### config.mk
export PLATFORM = sky130hd
export DESIGN_NAME = sram_async_ctl
export DESIGN_NICKNAME = d
export VERILOG_FILES = /design/src/rtl/sram_ctl_pkg.sv /design/src/rtl/sram_wait_ctr.sv /design/src/rtl/sram_req_latch.sv /design/src/rtl/sram_rd_capture.sv /design/src/rtl/sram_async_ctl.sv
export SDC_FILE = /design/constraint.sdc
export NUM_CORES = 1
export LEC_CHECK = 0
export ABC_CLOCK_PERIOD_IN_PS = 2600
export BUFFER_PORTS_ARGS = -buffer_cell sky130_fd_sc_hd__clkbuf_2
export CORE_MARGIN = 2
export CORE_UTILIZATION = 30
export CTS_CLUSTER_DIAMETER = 30
export CTS_CLUSTER_SIZE = 30
export DETAILED_ROUTE_END_ITERATION = 10
export PLACE_DENSITY = 0.55
export SLEW_MARGIN = 20
export SYNTH_ARGS = -nofsm -noshare
export SYNTH_HDL_FRONTEND = slang
export SYNTH_HIERARCHICAL = 1
export SYNTH_SLANG_ARGS = --single-unit
### constraint.sdc
create_clock -name clk -period 2.6 [get_ports clk]
set_input_delay 0.39 -clock clk [delete_from_list [all_inputs] [get_ports clk]]
set_output_delay 0.39 -clock clk [all_outputs]
set_load 0.02 [all_outputs]
### src/rtl/sram_ctl_pkg.sv
package sram_ctl_pkg;

    typedef enum logic [2:0] {
        ST_IDLE     = 3'd0,
        ST_RD_WAIT  = 3'd1,
        ST_WR_PULSE = 3'd2,
        ST_WR_HOLD  = 3'd3,
        ST_DONE     = 3'd4
    } ctl_state_e;

endpackage

### src/rtl/sram_wait_ctr.sv
module sram_wait_ctr #(
    parameter int CNT_W = 3
) (
    input  logic             clk,
    input  logic             rst,
    input  logic             clear,
    input  logic             en,
    input  logic [CNT_W-1:0] limit,
    output logic             last
);

    logic [CNT_W-1:0] cnt;

    always_ff @(posedge clk) begin
        if (rst || clear) begin
            cnt <= '0;
        end else if (en) begin
            cnt <= cnt + 1'b1;
        end
    end

    assign last = en && (cnt == limit - 1'b1);

    // the wait counter never runs past the window it is timing
    AST_CNT_IN_WINDOW: assert property (@(posedge clk) disable iff (rst)
        en |-> (cnt < limit))
        else $error("wait counter beyond limit");

endmodule

### src/rtl/sram_req_latch.sv
module sram_req_latch #(
    parameter int ADDR_W = 14
) (
    input  logic              clk,
    input  logic              rst,
    input  logic              load,
    input  logic [ADDR_W-1:0] addr_i,
    input  logic              wdata_i,
    output logic [ADDR_W-1:0] addr_o,
    output logic              wdata_o
);

    always_ff @(posedge clk) begin
        if (rst) begin
            addr_o  <= '0;
            wdata_o <= 1'b0;
        end else if (load) begin
            addr_o  <= addr_i;
            wdata_o <= wdata_i;
        end
    end

endmodule

### src/rtl/sram_rd_capture.sv
module sram_rd_capture (
    input  logic clk,
    input  logic rst,
    input  logic cap,
    input  logic d,
    output logic q
);

    always_ff @(posedge clk) begin
        if (rst) begin
            q <= 1'b0;
        end else if (cap) begin
            q <= d;
        end
    end

endmodule

### src/rtl/sram_async_ctl.sv
module sram_async_ctl
    import sram_ctl_pkg::*;
#(
    parameter int ADDR_W       = 14,
    parameter int READ_CYC     = 5,
    parameter int WR_PULSE_CYC = 4,
    parameter int HOLD_CYC     = 1
) (
    input  logic              clk,
    input  logic              rst,
    input  logic              req,
    input  logic              we,
    input  logic [ADDR_W-1:0] addr,
    input  logic              wdata,
    output logic              rdata,
    output logic              ack,
    output logic [ADDR_W-1:0] sram_addr,
    output logic              sram_ce_n,
    output logic              sram_we_n,
    output logic              sram_din,
    input  logic              sram_dout
);

    localparam int MAX_RW  = (READ_CYC > WR_PULSE_CYC) ? READ_CYC : WR_PULSE_CYC;
    localparam int MAX_CYC = (MAX_RW > HOLD_CYC) ? MAX_RW : HOLD_CYC;
    localparam int CNT_W   = $clog2(MAX_CYC + 1);

    localparam logic [CNT_W-1:0] LIM_RD   = CNT_W'(READ_CYC);
    localparam logic [CNT_W-1:0] LIM_WR   = CNT_W'(WR_PULSE_CYC);
    localparam logic [CNT_W-1:0] LIM_HOLD = CNT_W'(HOLD_CYC);

    ctl_state_e       state;
    ctl_state_e       nxt;
    logic             accept;
    logic             wait_en;
    logic             wait_last;
    logic             ctr_clear;
    logic             rd_cap;
    logic [CNT_W-1:0] wait_limit;

    logic             ce_n_q;
    logic             we_n_q;
    logic             ack_q;

    assign accept    = (state == ST_IDLE) && req;
    assign wait_en   = (state == ST_RD_WAIT) || (state == ST_WR_PULSE) || (state == ST_WR_HOLD);
    assign ctr_clear = (state != nxt);
    assign rd_cap    = (state == ST_RD_WAIT) && wait_last;

    always_comb begin
        wait_limit = {{(CNT_W-1){1'b0}}, 1'b1};
        unique case (state)
            ST_RD_WAIT:  wait_limit = LIM_RD;
            ST_WR_PULSE: wait_limit = LIM_WR;
            ST_WR_HOLD:  wait_limit = LIM_HOLD;
            default:     wait_limit = {{(CNT_W-1){1'b0}}, 1'b1};
        endcase
    end

    // next-state selection
    always_comb begin
        nxt = state;
        unique case (state)
            ST_IDLE: begin
                if (req) begin
                    nxt = we ? ST_WR_PULSE : ST_RD_WAIT;
                end
            end
            ST_RD_WAIT: begin
                if (wait_last) nxt = ST_DONE;
            end
            ST_WR_PULSE: begin
                if (wait_last) nxt = ST_WR_HOLD;
            end
            ST_WR_HOLD: begin
                if (wait_last) nxt = ST_DONE;
            end
            ST_DONE: nxt = ST_IDLE;
            default: nxt = ST_IDLE;
        endcase
    end

    // state register
    always_ff @(posedge clk) begin
        if (rst) begin
            state <= ST_IDLE;
        end else begin
            state <= nxt;
        end
    end

    // registered pin and strobe outputs, decoded from the next state
    always_ff @(posedge clk) begin
        if (rst) begin
            ce_n_q <= 1'b1;
            we_n_q <= 1'b1;
            ack_q  <= 1'b0;
        end else begin
            ce_n_q <= !((nxt == ST_RD_WAIT) || (nxt == ST_WR_PULSE) || (nxt == ST_WR_HOLD));
            we_n_q <= (nxt != ST_WR_PULSE);
            ack_q  <= (nxt == ST_DONE);
        end
    end

    assign sram_ce_n = ce_n_q;
    assign sram_we_n = we_n_q;
    assign ack       = ack_q;

    sram_wait_ctr #(
        .CNT_W (CNT_W)
    ) u_wait (
        .clk   (clk),
        .rst   (rst),
        .clear (ctr_clear),
        .en    (wait_en),
        .limit (wait_limit),
        .last  (wait_last)
    );

    sram_req_latch #(
        .ADDR_W (ADDR_W)
    ) u_latch (
        .clk     (clk),
        .rst     (rst),
        .load    (accept),
        .addr_i  (addr),
        .wdata_i (wdata),
        .addr_o  (sram_addr),
        .wdata_o (sram_din)
    );

    sram_rd_capture u_cap (
        .clk (clk),
        .rst (rst),
        .cap (rd_cap),
        .d   (sram_dout),
        .q   (rdata)
    );

    AST_WE_INSIDE_CE: assert property (@(posedge clk) disable iff (rst)
        !sram_we_n |-> !sram_ce_n)
        else $error("write strobe outside chip select");

    AST_ACK_SINGLE: assert property (@(posedge clk) disable iff (rst)
        ack |=> !ack)
        else $error("ack longer than one cycle");

    AST_ACK_DESELECTED: assert property (@(posedge clk) disable iff (rst)
        ack |-> (sram_ce_n && sram_we_n))
        else $error("pins active during ack");

    AST_ADDR_HELD: assert property (@(posedge clk) disable iff (rst)
        (!sram_ce_n && $past(!sram_ce_n)) |-> $stable(sram_addr))
        else $error("address moved during access");

    AST_DIN_HELD: assert property (@(posedge clk) disable iff (rst)
        (!sram_we_n && $past(!sram_we_n)) |-> $stable(sram_din))
        else $error("data-in moved during pulse");

    AST_WE_ENDS_FIRST: assert property (@(posedge clk) disable iff (rst)
        $rose(sram_ce_n) |-> $past(sram_we_n))
        else $error("chip select ended the write");

    AST_SAMPLE_IN_READ: assert property (@(posedge clk) disable iff (rst)
        rd_cap |-> (sram_we_n && !sram_ce_n))
        else $error("read sampled outside read window");

endmodule

==> results.cfg <==
[run_status]
outcome = finished clean

[timing]
fin_crit_ns = 2.302
hold_violations = 0
fin_ws_ns = 0.2976
tightest_slew_ns = 0.6975
rsz0062_at_grt = false
fin_tns_setup_ns = 0
period_share_pct = 88.55
max_freq_mhz = 434.3
finalSetupViolCount = 0
max_slew_margin_pct = 53.38
skew_ns = 0.002445
drv_slew = 0

[worst_setup_path]
worstSetupPathType = reg2reg
worst_ep_required_time_ns = 2.80
critPathArrivalTime_ns = 2.50
r2r_start = state[1]
worstSetupStartpointType = flop
r2r-end = sram_we_n
path_cells = inv_1 -> or3_1 -> inv_1 -> ha_1 -> xnor3_1 -> and4_1 -> and2b_1 -> a31oi_1 -> or4_1
path_max_fanout = 5
crit_top_cell = inv_1
worst_path_max_delay_cell = or4_1
reg2reg_depth = 9
ff2ff_setup_slack_ns = 0.30
cp-end-kind = flop
max_stage_delay_ns = 0.38

[pwr]
power_density_mw_per_mm2 = 665.7
cellLeakagePower_nw = 0.6309
vdd_drop_max_v = 0.0002787

[synth]
synth-edff-count = 0
synth_warnings = 6
syn_nets = 127
syn-cell-area_sq_mm = 0.001084
async_reset_ff_share_pct = 0
yosys.area.top_type = dfxtp_1
yosys-top-cells-count = 25 x dfxtp_1, 20 x nor2_1, 17 x mux2i_1
synth-seq-cells = 25
synthTopCellsByArea = dfxtp_1 46%, mux2i_1 16%, nor2_1 6.9%
yosysTopAreaCellShare_pct = 46.19
synthCells = 105
post-synth-top-count-cell = dfxtp_1
synthFlopType = dfxtp_1
synth_cell_type_count = 29
seq_area_frac_synth_pct = 46.19
syn-mean-instance-area_sq_um = 10.32

[clocking]
cts_sinks = 25
root_buffer = clkbuf_4
postCtsHoldBufs = 0
clock_latency_ns = 0.30
clk_pin_slew_ns = 0.13
postCtsSetupBuffers = 0
htreeDepth = 1
clock_path_buffers = 2
numCtsBuffers = 3
cts_tree = built
post_cts_resized = 0

[floorplan]
die_area_sq_mm = 0.004109
start_util_pct = 31.72
die_w_um = 64.10
rows = 21
ios = 39
die_y_um = 64.10
coreArea_sq_mm = 0.003416

[global_routing]
antenna_found_initial = 0
grt_pass1_wl_mm = 3.539
grt.overflow.total = 0
grt_pass1_vias = 826
grt_max_degree = 26
grtUsageTotal_pct = 10.77

[worst_hold_path]
min-delay-start = sram_dout
hp-class = in2reg
hold_depth = 3
holdPathEnd = u_cap/q

[layout]
area_delta_synth_final_pct = 23.67
drive_gt1_share_pct = 34.25
num-fill-cells = 348
diodes = 0
fin_nets = 169

[drt]
vias = 840
postRouteAntennaNets = 0
wl_mm = 2.097
vias_per_cell = 4.375
first_pass_iters = 4
wl_per_cell_um = 10.92
dr.first_iter.drc_count = 31
drc = 0

[place]
preCtsSetupSlack_ns = 0.3370
routabilityCongestion = 0.7312
dpl.hpwl_mm = 1.618
port_buffers = 38

[run]
drv_cap = 0
## layout make-up
| type | instances | area [sq um] | area share (%) |
|---|---|---|---|
| Inverter | 4 | 15.01 | 1.120 |
| Clock buffer | 4 | 26.28 | 1.961 |
| Tap cell | 46 | 57.56 | 4.295 |
| Sequential cell | 25 | 500.5 | 37.35 |
| Timing Repair Buffer | 43 | 227.7 | 16.99 |
| Multi-Input combinational cell | 70 | 513.0 | 38.28 |
## kinds of logic after synthesis
| kind of cell | after synthesis | synth area share [%] |
|---|---|---|
| buf+inv | 10 | 7.044 |
| xor+xnor | 5 | 5.312 |
| simple gates | 37 | 17.67 |
| mux | 17 | 15.70 |
| compound gates | 8 | 5.427 |
| flops | 25 | 46.19 |
| fa+ha+maj | 2 | 2.309 |
| other cells | 1 | 0.3461 |
## metal layers
layer  GRT usage (%)  vias to the layer above  routed length [um]  part of all wire, %
li1                -                      442                   -                    -
met1           14.07                      374                1022                   49
met2           17.45                       22                 925                   44
met3           2.817                        2                 135                  6.4
met4           3.191                        0                  14                 0.67
met5               0                        -                   0                    0
## sequential cells by signal, summed over array words and instances (netlist names)
name and flops:
u_cap/q 1, state 3, u_latch/wdata_o 1, ack 1, sram_we_n 1, u_latch/addr_o 14
sram_ce_n 1, u_wait/cnt 3
## layout by cell type (no fill, tap or decap), types with 2 or more instances in the layout
cell,synthesis,final
a211oi_1,2,2
a31oi_1,2,2
buf_4,0,5
clkbuf_2,0,38
clkbuf_4,0,3
dfxtp_1,25,25
ha_1,2,2
inv_1,4,4
mux2i_1,17,17
nor2_1,20,20
nor3_1,7,7
nor4b_2,1,2
xnor2_1,2,2
xor2_1,2,2
## through the flow
stage | std cells | area (sq um) | util [%] | power, mW | hold WS [ns]
after floorplan | 105 | 1084 | - | 0.6719 | 0.4292
after global placement | 188 | 1314 | 38.46 | 0.7297 | 0.4744
after detailed placement | 188 | 1314 | 38.46 | 0.7376 | 0.4849
after CTS | 192 | 1340 | 39.23 | 0.9046 | 0.3069
after global routing | 192 | 1340 | 39.23 | 0.9532 | 0.3165
final | 192 | 1340 | 39.23 | 0.8921 | 0.3121
## power by group
part | switching (mW) | total, mW | internal, mW
combinational | 0.159 | 0.286 | 0.128
clock | 0.106 | 0.165 | 0.0597
sequential | 0.0190 | 0.441 | 0.422
total | 0.283 | 0.892 | 0.609
## worst max-delay path: cells and delay by family (launching register included)
| family | cells | cell delay, ns |
|---|---|---|
| AOI/OAI and AO/OA | 1 | 0.04 |
| adders and majority gates | 1 | 0.16 |
| buffers and inverters | 2 | 0.13 |
| DFF | 1 | 0.35 |
| xor gates and xnor gates | 1 | 0.29 |
| and+or+nand+nor | 4 | 1.22 |
## how the worst max path moves through the flow
stage	from	to	slack, ns	depth (start not counted)
final	state[1]	sram_we_n	0.30	9
after global routing	state[1]	sram_we_n	0.17	9
after floorplan	state[2]	sram_we_n	0.25	9
after detailed placement	state[1]	sram_we_n	0.34	9
after CTS	state[1]	sram_we_n	0.31	9
after global placement	state[1]	sram_we_n	0.38	9
Power figures use the tool's default switching activity.
